File: src/rtl/alu_pkg.sv
package alu_pkg;

  localparam int OP_W = 3;

  typedef enum logic [OP_W-1:0] {
    OP_AND = 3'b000,
    OP_OR  = 3'b001,
    OP_ADD = 3'b010,
    OP_SUB = 3'b110,
    OP_SLT = 3'b111
  } alu_op_e;

  // per-slice output multiplexer choice, taken from the low two op bits
  typedef enum logic [1:0] {
    PICK_AND  = 2'b00,
    PICK_OR   = 2'b01,
    PICK_SUM  = 2'b10,
    PICK_LESS = 2'b11
  } slice_pick_e;

endpackage

File: src/rtl/alu_op_decode.sv
module alu_op_decode
  import alu_pkg::*;
(
  input  logic [OP_W-1:0] op_i,
  output logic            negate_o,
  output slice_pick_e     pick_o,
  output logic            known_o,
  output logic            arith_o
);

  always_comb begin
    negate_o = op_i[OP_W-1];
    pick_o   = slice_pick_e'(op_i[1:0]);
    known_o  = 1'b0;
    arith_o  = 1'b0;
    case (op_i)
      OP_AND, OP_OR, OP_SLT: known_o = 1'b1;
      OP_ADD, OP_SUB: begin
        known_o = 1'b1;
        arith_o = 1'b1;
      end
      default: ;
    endcase
  end

endmodule

File: src/rtl/alu_bit_slice.sv
module alu_bit_slice
  import alu_pkg::*;
(
  input  logic        a_i,
  input  logic        b_i,
  input  logic        negate_i,
  input  logic        carry_i,
  input  logic        less_i,
  input  slice_pick_e pick_i,
  output logic        carry_o,
  output logic        res_o
);

  logic b_eff;
  logic sum;

  always_comb begin
    b_eff   = b_i ^ negate_i;
    sum     = a_i ^ b_eff ^ carry_i;
    carry_o = (a_i & b_eff) | (a_i & carry_i) | (b_eff & carry_i);
    case (pick_i)
      PICK_AND:  res_o = a_i & b_eff;
      PICK_OR:   res_o = a_i | b_eff;
      PICK_SUM:  res_o = sum;
      default:   res_o = less_i;
    endcase
  end

endmodule

File: src/rtl/alu_msb_slice.sv
module alu_msb_slice
  import alu_pkg::*;
(
  input  logic        a_i,
  input  logic        b_i,
  input  logic        negate_i,
  input  logic        carry_i,
  input  logic        less_i,
  input  slice_pick_e pick_i,
  output logic        carry_o,
  output logic        res_o,
  output logic        ovf_o,
  output logic        set_o
);

  logic b_eff;
  logic sum;

  always_comb begin
    b_eff   = b_i ^ negate_i;
    sum     = a_i ^ b_eff ^ carry_i;
    carry_o = (a_i & b_eff) | (a_i & carry_i) | (b_eff & carry_i);
    ovf_o   = carry_i ^ carry_o;
    // sign of the true difference, valid even when the 32-bit sum overflows
    set_o   = sum ^ ovf_o;
    case (pick_i)
      PICK_AND:  res_o = a_i & b_eff;
      PICK_OR:   res_o = a_i | b_eff;
      PICK_SUM:  res_o = sum;
      default:   res_o = less_i;
    endcase
  end

  // a carry into the top slice with no carry out (or the reverse) flags overflow
  always_comb begin
    if (pick_i == PICK_SUM && a_i == b_eff)
      a_r7_same_sign_ovf: assert (ovf_o == (sum != a_i));
  end

endmodule

File: src/rtl/alu_slice_array.sv
module alu_slice_array
  import alu_pkg::*;
#(
  parameter int WIDTH = 32
) (
  input  logic [WIDTH-1:0] a_i,
  input  logic [WIDTH-1:0] b_i,
  input  logic             negate_i,
  input  slice_pick_e      pick_i,
  output logic [WIDTH-1:0] res_o,
  output logic             carry_o,
  output logic             ovf_o
);

  localparam int TOP = WIDTH - 1;

  logic [WIDTH:0] carry;
  logic           set_bit;

  assign carry[0] = negate_i;
  assign carry_o  = carry[WIDTH];

  for (genvar i = 0; i < WIDTH; i++) begin : g_slice
    if (i == TOP) begin : g_msb
      alu_msb_slice u_slice (
        .a_i      (a_i[i]),
        .b_i      (b_i[i]),
        .negate_i (negate_i),
        .carry_i  (carry[i]),
        .less_i   (1'b0),
        .pick_i   (pick_i),
        .carry_o  (carry[i+1]),
        .res_o    (res_o[i]),
        .ovf_o    (ovf_o),
        .set_o    (set_bit)
      );
    end else begin : g_low
      alu_bit_slice u_slice (
        .a_i      (a_i[i]),
        .b_i      (b_i[i]),
        .negate_i (negate_i),
        .carry_i  (carry[i]),
        .less_i   ((i == 0) ? set_bit : 1'b0),
        .pick_i   (pick_i),
        .carry_o  (carry[i+1]),
        .res_o    (res_o[i])
      );
    end
  end

endmodule

File: src/rtl/alu_bitslice_top.sv
module alu_bitslice_top
  import alu_pkg::*;
#(
  parameter int WIDTH = 32
) (
  input  logic             clk,
  input  logic             rst,
  input  logic [WIDTH-1:0] opa_i,
  input  logic [WIDTH-1:0] opb_i,
  input  logic [OP_W-1:0]  op_i,
  output logic [WIDTH-1:0] res_o,
  output logic             zero_o,
  output logic             ovf_o,
  output logic             cout_o
);

  logic             negate;
  slice_pick_e      pick;
  logic             known;
  logic             arith;
  logic [WIDTH-1:0] arr_res;
  logic             arr_carry;
  logic             arr_ovf;
  logic [WIDTH-1:0] res_c;

  alu_op_decode u_decode (
    .op_i     (op_i),
    .negate_o (negate),
    .pick_o   (pick),
    .known_o  (known),
    .arith_o  (arith)
  );

  alu_slice_array #(.WIDTH(WIDTH)) u_array (
    .a_i      (opa_i),
    .b_i      (opb_i),
    .negate_i (negate),
    .pick_i   (pick),
    .res_o    (arr_res),
    .carry_o  (arr_carry),
    .ovf_o    (arr_ovf)
  );

  assign res_c = known ? arr_res : '0;

  always_ff @(posedge clk) begin
    if (rst) begin
      res_o  <= '0;
      zero_o <= 1'b0;
      ovf_o  <= 1'b0;
      cout_o <= 1'b0;
    end else begin
      res_o  <= res_c;
      zero_o <= known && (res_c == '0);
      ovf_o  <= arith && arr_ovf;
      cout_o <= arith && arr_carry;
    end
  end

  // ---------------- assertions ----------------
  logic live_q;
  always_ff @(posedge clk) live_q <= !rst;

  a_r6_zero_means_empty: assert property (@(posedge clk) disable iff (rst)
    zero_o |-> (res_o == '0));

  a_r8_unused_code_quiet: assert property (@(posedge clk) disable iff (rst)
    (live_q && ($past(op_i) inside {3'b011, 3'b100, 3'b101}))
      |-> (res_o == '0 && !zero_o && !ovf_o && !cout_o));

  a_r9_logic_no_flags: assert property (@(posedge clk) disable iff (rst)
    (live_q && ($past(op_i) inside {OP_AND, OP_OR, OP_SLT})) |-> (!ovf_o && !cout_o));

  a_r5_slt_upper_clear: assert property (@(posedge clk) disable iff (rst)
    (live_q && $past(op_i) == OP_SLT) |-> (res_o[WIDTH-1:1] == '0));

  a_r7_add_mixed_sign: assert property (@(posedge clk) disable iff (rst)
    (live_q && $past(op_i) == OP_ADD && $past(opa_i[WIDTH-1] != opb_i[WIDTH-1])) |-> !ovf_o);

  a_r7_sub_same_sign: assert property (@(posedge clk) disable iff (rst)
    (live_q && $past(op_i) == OP_SUB && $past(opa_i[WIDTH-1] == opb_i[WIDTH-1])) |-> !ovf_o);

  a_r10_reset_clears: assert property (@(posedge clk)
    $past(rst) |-> (res_o == '0 && !zero_o && !ovf_o && !cout_o));

endmodule

File: config.mk
export PLATFORM = sky130hd
export DESIGN_NAME = alu_bitslice_top
export DESIGN_NICKNAME = d
export VERILOG_FILES = /design/src/rtl/alu_pkg.sv /design/src/rtl/alu_op_decode.sv /design/src/rtl/alu_bit_slice.sv /design/src/rtl/alu_msb_slice.sv /design/src/rtl/alu_slice_array.sv /design/src/rtl/alu_bitslice_top.sv
export SDC_FILE = /design/constraint.sdc
export NUM_CORES = 1
export LEC_CHECK = 0
export BUFFER_PORTS_ARGS = -buffer_cell sky130_fd_sc_hd__buf_2
export CAP_MARGIN = 20
export CORE_ASPECT_RATIO = 0.7
export CORE_MARGIN = 5
export CORE_UTILIZATION = 24
export CTS_BUF_LIST = sky130_fd_sc_hd__clkbuf_16
export DETAILED_ROUTE_END_ITERATION = 12
export HOLD_SLACK_MARGIN = 0.1
export PLACE_DENSITY_LB_ADDON = 0.15
export REMOVE_ABC_BUFFERS = 1
export SETUP_SLACK_MARGIN = 0.15
export SLEW_MARGIN = 20
export SYNTH_ARGS = -nofsm -noshare
export SYNTH_HDL_FRONTEND = slang
export SYNTH_SLANG_ARGS = --single-unit
File: constraint.sdc
create_clock -name clk -period 22 [get_ports clk]
set_clock_uncertainty 0.1 [all_clocks]
set_input_delay 3.3 -clock clk [delete_from_list [all_inputs] [get_ports clk]]
set_output_delay 3.3 -clock clk [all_outputs]
set_load 0.1 [all_outputs]
# Word-level counts from Yosys, hierarchy flattened
# Index checks and enable logic that the tools add are counted.
totals:
  wordCells: 343
  register_bits: 35
  in_bits: 69
  output_inout_bits: 35
op_classes:
  n_reduce_logical: 8
  bitwise_logic: 290
  n_eq_ne: 6
  n_mux: 35
ops:
  columns: ["op", "n"]
  rows:
  - ["1-bit XOR", 98]
  - ["1-bit AND", 96]
  - ["1-bit bitwise OR", 96]
  - ["1-bit case mux with 3 select lines", 32]
  - ["32-bit zero test", 1]
  - ["32-bit 2-to-1 mux", 1]
  - ["3-bit == test, second input constant", 2]
  - ["5-bit OR reduction", 1]
  - ["3-bit by 1-bit == test with 1-bit output, second input constant", 1]
  - ["3-bit by 2-bit == test with 1-bit output, second input constant", 1]
  - ["1-bit logical AND", 3]
  - ["3-bit zero test", 1]
  - ["2-bit by 1-bit == test with 1-bit output, second input constant", 1]
  - ["2-bit == test, second input constant", 1]
  - ["2-bit zero test", 1]
  - ["1-bit 2-to-1 mux", 2]
  - ["2-bit OR reduction", 1]

# Logic depth before layout (Yosys ltp)
# Gate-level depths: netlist (run 1).
depth:
  ltp_word: 103
  ltp_mapped: 45
  mapped_depth_nobuf: 41

# Hierarchy
# Synthesis (run 1) repeated with hierarchy kept, for this count alone.
hier_totals:
  hier_cells: 352
  hier_area_um2: 3931.3
modules_own_cells:
  columns: ["module", "instances", "cells_per_inst", "area_per_inst_um2", "seq_area_each_um2"]
  rows:
  - ["alu_bit_slice", 31, 8, 87.6, 0.0]
  - ["alu_bitslice_top", 1, 85, 1044.8, 700.7]
  - ["alu_msb_slice", 1, 12, 123.9, 0.0]
  - ["alu_op_decode", 1, 6, 43.8, 0.0]
  - ["alu_slice_array", 1, 1, 3.8, 0.0]

# Least setup slack after synthesis (run 1)
# OpenSTA, ideal clock, no wires.
synth_timing:
  path_kind: "input to register"
  start: "in op_i[2]"
  end: "reg zero_o"
  setup_time_ns: 0.088
  path_slack_ns: 4.606
  path_buffers: 4
  path_stages: 44
  t_required_ns: 21.812
  arrival_time_ns: 17.206
  cell_sequence: "buf_2 > buf_2 > buf_1 > buf_2 > xor2_1 > inv_1 > fa_1 > inv_1 > fa_1 > fa_1 > fa_1 > fa_1 > fa_1 > fa_1 > fa_1 > fa_1 > fa_1 > fa_1 > [8 not listed] > fa_1 > fa_1 > fa_1 > fa_1 > fa_1 > fa_1 > fa_1 > fa_1 > fa_1 > fa_1 > inv_1 > fa_1 > inv_1 > fa_1 > a221oi_1 > nand4_1 > or4_1 > nor4_2"
synth_between:
  elab_chain_cells: 103
  word_cells_on_any_way: 332
  cone_classes: "eq/ne (4); mux (34); bitwise (290); reduce/logical (4)"
synth_lines:
  columns: ["element", "line_no", "rtl"]
  rows:
  - ["from (decl)", "alu_bitslice_top.sv:10", "input logic [OP_W-1:0] op_i,"]
  - ["1-bit XOR", "alu_bit_slice.sv:18", "b_eff = b_i ^ negate_i;"]
  - ["1-bit AND", "alu_bit_slice.sv:20, alu_bit_slice.sv:22", null]
  - ["1-bit bitwise OR (2 in series)", "alu_bit_slice.sv:20", "carry_o = (a_i & b_eff) | (a_i & carry_i) | (b_eff & carry_i);"]
  - ["1-bit AND", "alu_bit_slice.sv:20", null]
  - ["1-bit bitwise OR (2 in series)", "alu_bit_slice.sv:20", null]
  - ["1-bit AND", "alu_bit_slice.sv:20", null]
  - ["1-bit bitwise OR (2 in series)", "alu_bit_slice.sv:20", null]
  - ["1-bit AND", "alu_bit_slice.sv:20", null]
  - ["[83 not listed]", null, null]
  - ["1-bit AND", "alu_msb_slice.sv:22", "carry_o = (a_i & b_eff) | (a_i & carry_i) | (b_eff & carry_i);"]
  - ["1-bit bitwise OR (2 in series)", "alu_msb_slice.sv:22", null]
  - ["1-bit XOR", "alu_msb_slice.sv:23", "ovf_o = carry_i ^ carry_o;"]
  - ["1-bit XOR", "alu_msb_slice.sv:25", "set_o = sum ^ ovf_o;"]
  - ["1-bit case mux with 3 select lines", "alu_bit_slice.sv:21", "case (pick_i)"]
  - ["32-bit 2-to-1 mux", "alu_bitslice_top.sv:44", "assign res_c = known ? arr_res : '0;"]
  - ["32-bit zero test", "alu_bitslice_top.sv:54", "zero_o <= known && (res_c == '0);"]
  - ["1-bit logical AND *", "alu_bitslice_top.sv:54", null]
  - ["to (signal assigned)", "alu_bitslice_top.sv:54", null]
  - ["to (decl)", "alu_bitslice_top.sv:12", "output logic zero_o,"]
# Every way passes the cells marked *; elsewhere a longest branch is shown, timed or not.
# A chain may end at the register's enable or synchronous reset.

# Worst setup path in the final report (run 1)
# Ends and elaborated chain as after synthesis.

==> results.json, run 1 <==
{
  "outcome": "completed",
  "wl_per_cell_um": 15.60,
  "synthToLayoutAreaGrowth_pct": 20.91,
  "drive_gt1_share_pct": 26.81,
  "switching_share_pct": 44.25,
  "synthArstFlopShare_pct": 0,
  "dp_hpwl_um": 8710,
  "cts.path.max_buffers": 2,
  "yosysWarnings": 0,
  "hold_buffers": 0,
  "die_w_um": 161.6,
  "path_clk_slew_ps": 60,
  "ys_types": 38,
  "met1_usage_pct": 17.57,
  "dr_total_vias": 3048,
  "syn_area_per_cell_um2": 9.190,
  "final_nets": 675,
  "cp-startpoint": "op_i[2]",
  "period_minus_slack_ps": 17500,
  "finalCritPeriodShare_pct": 79.53,
  "cp_common_cell": "fa_1",
  "intPower_mw": 0.1470,
  "grt_setup_unrepaired": "false",
  "powerDensity_nw_per_um2": 56.49,
  "slowest_delay_ps": 520,
  "grt_max_degree": 57,
  "yosysTopAreaCell": "ha_1",
  "slew_headroom_pct": 53.20,
  "grt_pass1_vias": 3212,
  "gr-max-usage-layer": "met2",
  "synth_most_common_cell": "inv_1",
  "pwr-share-comb_pct": 47.5,
  "synthCells": 420,
  "finalWirelength_um": 11090,
  "dieArea_um2": 18760,
  "finalHoldViolations": 0,
  "synth_edf_count": 0,
  "io_pins": 104,
  "grt_overflow_total": 0,
  "worstMarginPinSlew_ps": 700.6,
  "grt.total_usage_pct": 11.89,
  "crit_slowest_cell": "or4_1",
  "fp.dieH_um": 116.1,
  "setup_slack_ps": 4504,
  "drv_cap": 0,
  "crit_fanout": 43,
  "synth_top_area_share_pct": 20.75,
  "fmax_mhz": 57.16,
  "drt_iter0_drc": 90,
  "postCtsSetupRepairBufs": 0,
  "antenna_found_initial": 1,
  "vdd_drop_max_v": 0.00002223,
  "cts_tree": "done",
  "fp-row-count": 38,
  "cp.arrival_ps": 17590,
  "initial_core_util_pct": 24.68,
  "coreArea_um2": 15640,
  "end_kind": "flop",
  "syn_area_um2": 3860,
  "critPathKind": "in -> reg",
  "cts.sinks": 35,
  "hold_class": "in -> reg",
  "required_ps": 22100,
  "drc": 0,
  "synth_commonest_cells": "inv_1, ha_1, nor2_1, dfxtp_1, xor2_1",
  "total_power_mw": 0.2637,
  "synth-seq-cells": 35,
  "diodes": 0,
  "numCtsBuffers": 5,
  "leakagePower_nw": 2.397,
  "netlist_top_cells_area": "ha_1, dfxtp_1, fa_1",
  "cp-start-kind": "input pin",
  "via_per_inst": 4.287,
  "crit_path_end": "zero_o$_SDFF_PP0_",
  "ys.flop_type": "dfxtp_1",
  "first_pass_iters": 4,
  "final_core_util_pct": 29.84,
  "place_ws_ps": 4154,
  "timing.hold.ws_ps": 3439,
  "tns_ps": 0,
  "clockPowerShare_pct": 26.1,
  "grt_pass1_wl_um": 17410,
  "fill_cells": 1672,
  "place_congestion": 0.8338,
  "pwr-share-seq_pct": 26.4,
  "grt_use_met3_pct": 3.351,
  "htree_levels": 2,
  "yosysSeqAreaShare_pct": 18.15,
  "finalSetupViolCount": 0,
  "io_buffer_count": 103,
  "cts_root_buf": "clkbuf_16",
  "slew_viol_final": 0,
  "antenna_left": 0,
  "p_switching_mw": 0.1167,
  "ctsResizeCount": 0,
  "grt_use_met2_pct": 17.62
}
==> power by group through the flow <==
stage          Sequential [mW]  Clock [mW]  Combinational [mW]
3_5_place_dp            0.0709           0               0.126
6_report                0.0695      0.0688               0.125
2_1_floorplan            0.108           0              0.0509
5_1_grt                 0.0701      0.0749               0.139
3_3_place_gp            0.0709           0               0.126
4_1_cts                 0.0696      0.0722               0.127
==> cells by family after synthesis <==
family	after synthesis	synth area share [%]
flops	35	18.15
mux	1	0.2593
compound gates	41	8.622
buf+inv	100	10.73
xor+xnor	34	7.715
fa+ha+maj	96	37.34
simple gates	113	17.18
==> per-layer routing <==
| layer | vias to the layer above | wire [um] |
|---|---|---|
| met5 | - | 11 |
| met4 | 2 | 105 |
| met3 | 8 | 599 |
| met2 | 74 | 4550 |
| met1 | 1445 | 5823 |
| li1 | 1519 | - |
==> cells in the final DEF (no fill, tap or decap), types with 2 or more instances in the layout <==
| cell | netlist | final |
|---|---|---|
| a21oi_1 | 9 | 9 |
| a221oi_1 | 8 | 8 |
| a22oi_1 | 6 | 6 |
| buf_2 | 9 | 103 |
| buf_4 | 3 | 5 |
| clkbuf_16 | 0 | 5 |
| clkinv_1 | 0 | 2 |
| dfxtp_1 | 35 | 35 |
| fa_1 | 32 | 32 |
| ha_1 | 64 | 64 |
| inv_1 | 75 | 76 |
| nand2_1 | 9 | 9 |
| nand3b_1 | 8 | 8 |
| nand4_1 | 7 | 7 |
| nor2_1 | 49 | 49 |
| nor2b_1 | 3 | 3 |
| nor3_1 | 3 | 3 |
| nor4_1 | 4 | 4 |
| nor4b_1 | 8 | 8 |
| o211a_1 | 3 | 3 |
| o211a_2 | 4 | 4 |
| o221a_2 | 2 | 2 |
| o22a_1 | 7 | 7 |
| or3b_2 | 8 | 8 |
| or4b_2 | 8 | 8 |
| xor2_1 | 33 | 33 |
==> flip-flops by register name (all words and copies together) (netlist names) <==
name	cells
res_o	32
cout_o	1
zero_o	1
ovf_o	1
==> worst min path at each step <==
stage / start / to / slack (ps) / cells past startpoint
5_1_grt: opa_i[4] / res_o[4]$_SDFF_PP0_ / 3470 / 4
4_1_cts: opa_i[4] / res_o[4]$_SDFF_PP0_ / 3430 / 4
6_report: opa_i[3] / res_o[3]$_SDFF_PP0_ / 3440 / 4
3_5_place_dp: opa_i[4] / res_o[4]$_SDFF_PP0_ / 3720 / 4
2_1_floorplan: rst / res_o[1]$_SDFF_PP0_ / 3270 / 1
3_3_place_gp: opa_i[3] / res_o[3]$_SDFF_PP0_ / 3720 / 4
==> through the flow <==
step                      std cells  cell area, um2
after global routing            711            4667
final                           711            4667
after CTS                       711            4667
after global placement          703            4531
after detailed placement        703            4531
after floorplan                 395            3727
==> worst max-delay path, delay by kind of cell <==
kind | cells | cell delay (ps)
simple gates | 3 | 940
mux | 1 | 230
compound gates | 1 | 350
buf+inv | 5 | 620
fa+ha+maj | 31 | 12120
==> cell type report <==
| type | count | area [um2] | share of cell area [%] |
|---|---|---|---|
| repair buffers | 108 | 553.0 | 11.85 |
| flip-flops and latches | 35 | 700.7 | 15.01 |
| clock buffers | 5 | 125.1 | 2.681 |
| inverters | 75 | 281.5 | 6.032 |
| multi-input cells | 285 | 2745 | 58.82 |
| well taps | 200 | 250.2 | 5.362 |
| clock inverters | 3 | 11.26 | 0.2413 |
(Power assumes the default switching activity.)
==> run 2: changes to the inputs <==
- clock period: 22 -> 15.2 ns (I/O delays scaled with it)
==> results.json, run 2 (synthesis gave the netlist of run 1 again) <==
{
  "antenna_found_initial": 0,
  "grt_overflow_total": 0,
  "via_per_inst": 4.295,
  "antenna_left": 0,
  "grt_setup_unrepaired": "true",
  "largest_register": "res_o",
  "finalCritPeriodShare_pct": 96.60,
  "slowest_delay_ps": 470,
  "diodes": 0,
  "holdPathStages": 4,
  "final_nets": 693,
  "io_pins": 104,
  "period_minus_slack_ps": 14680,
  "critPathKind": "in -> reg",
  "crit_slowest_cell": "fa_1",
  "largest_reg_flops": 32,
  "cts_tree": "done",
  "slew_viol_final": 0,
  "mostFrequentLayoutCells": "buf_2, inv_1, ha_1, nor2_1, dfxtp_1",
  "grt.total_usage_pct": 12.58,
  "die_w_um": 161.6,
  "cts.sinks": 35,
  "dp_hpwl_um": 8837,
  "synthToLayoutAreaGrowth_pct": 26.84,
  "fp.dieH_um": 116.1,
  "finalWirelength_um": 11580,
  "drv_cap": 0,
  "crit_fanout": 6,
  "io_buffer_count": 103,
  "dr_total_vias": 3131,
  "total_power_mw": 0.3968,
  "hold_class": "in -> reg",
  "initial_core_util_pct": 24.68,
  "numCtsBuffers": 5,
  "htree_levels": 2,
  "grt_max_degree": 57,
  "finalSetupViolCount": 0,
  "powerDensity_nw_per_um2": 81.04,
  "outcome": "completed",
  "finalHoldViolations": 0,
  "wl_per_cell_um": 15.88,
  "drt_iter0_drc": 93,
  "path_clk_slew_ps": 60,
  "cts_root_buf": "clkbuf_16",
  "place_congestion": 0.7710,
  "fmax_mhz": 68.11,
  "cts.path.max_buffers": 2,
  "worstMarginPinSlew_ps": 805.1,
  "final_area_um2": 4896,
  "end_kind": "flop",
  "cp.arrival_ps": 14780,
  "grt_pass1_wl_um": 18570,
  "drc": 0,
  "slew_headroom_pct": 46.22,
  "cp-start-kind": "input pin",
  "coreArea_um2": 15640,
  "leakagePower_nw": 2.470,
  "fp-row-count": 38,
  "first_pass_iters": 6,
  "vdd_drop_max_v": 0.00003305,
  "dieArea_um2": 18760,
  "dpl-instance-area_um2": 4636,
  "cp-startpoint": "op_i[2]",
  "grt_pass1_vias": 3375,
  "cp_common_cell": "fa_2",
  "drive_gt1_share_pct": 35.16,
  "final_common_cell": "buf_2",
  "crit_path_end": "zero_o$_SDFF_PP0_",
  "required_ps": 15290
}
## run 2: cell count changes in the layout (fill, tap and decap cells not counted), sizes merged
cell,change
buf,+18
## run 2: worst min path at each step
stage               from                    to  slack, ps
2_1_floorplan        rst   res_o[1]$_SDFF_PP0_       2250
3_3_place_gp    opa_i[3]   res_o[3]$_SDFF_PP0_       2700
3_5_place_dp    opa_i[3]   res_o[3]$_SDFF_PP0_       2710
4_1_cts        opa_i[13]  res_o[13]$_SDFF_PP0_       2420
5_1_grt        opa_i[18]  res_o[18]$_SDFF_PP0_       2460
6_report        opa_i[2]   res_o[2]$_SDFF_PP0_       2420
## run 2: per-layer routing
metal / track usage [%] / part of all wire, % / vias up
met3: 3.316 / 5.7 / 9
met1: 18.85 / 53 / 1486
li1: - / - / 1554
met2: 18.57 / 41 / 82
met4: 1.705 / 0.61 / 0
met5: 0 / 0 / -
## run 2: through the flow
stage | util, % | worst slack, ps | instances | hold WS, ps | setup TNS [ps]
5_1_grt | 31.30 | 116.5 | 729 | 2457 | 0
2_1_floorplan | - | -233.9 | 395 | 2252 | -233.9
6_report | 31.30 | 517.3 | 729 | 2422 | 0
4_1_cts | 31.12 | 195.6 | 727 | 2425 | 0
3_5_place_dp | 29.64 | -1462 | 717 | 2707 | -3187
3_3_place_gp | 29.64 | -1052 | 717 | 2704 | -1954
## run 2: layout make-up
type                    count  area (um2)
inverters                  75       281.5
flip-flops and latches     35       700.7
fillers                  1668       10750
multi-input cells         285        2836
well taps                 200       250.2
clock buffers               5       125.1
repair buffers            126       690.7
clock inverters             3       11.26
## run 2: worst max-delay path: cells and delay by family
kind	cells	cell delay [ps]
fa+ha+maj	31	10830
simple gates	3	750
buf+inv	5	450
compound gates	1	290
xor+xnor	1	180
## run 2: timing repair
action,CTS,global route
buffers inserted,2,2
endpoints found under the setup margin,5,1
hold buffers,0,0
gates resized for setup,30,3
pin swaps,6,6
## run 2: power by group
group	switching, mW	leakage, nW	total (mW)	internal (mW)
combinational	0.130	2.11	0.194	0.0638
clock	0.0429	0.0701	0.102	0.0592
sequential	0.00162	0.287	0.101	0.0990
total	0.175	2.47	0.397	0.222
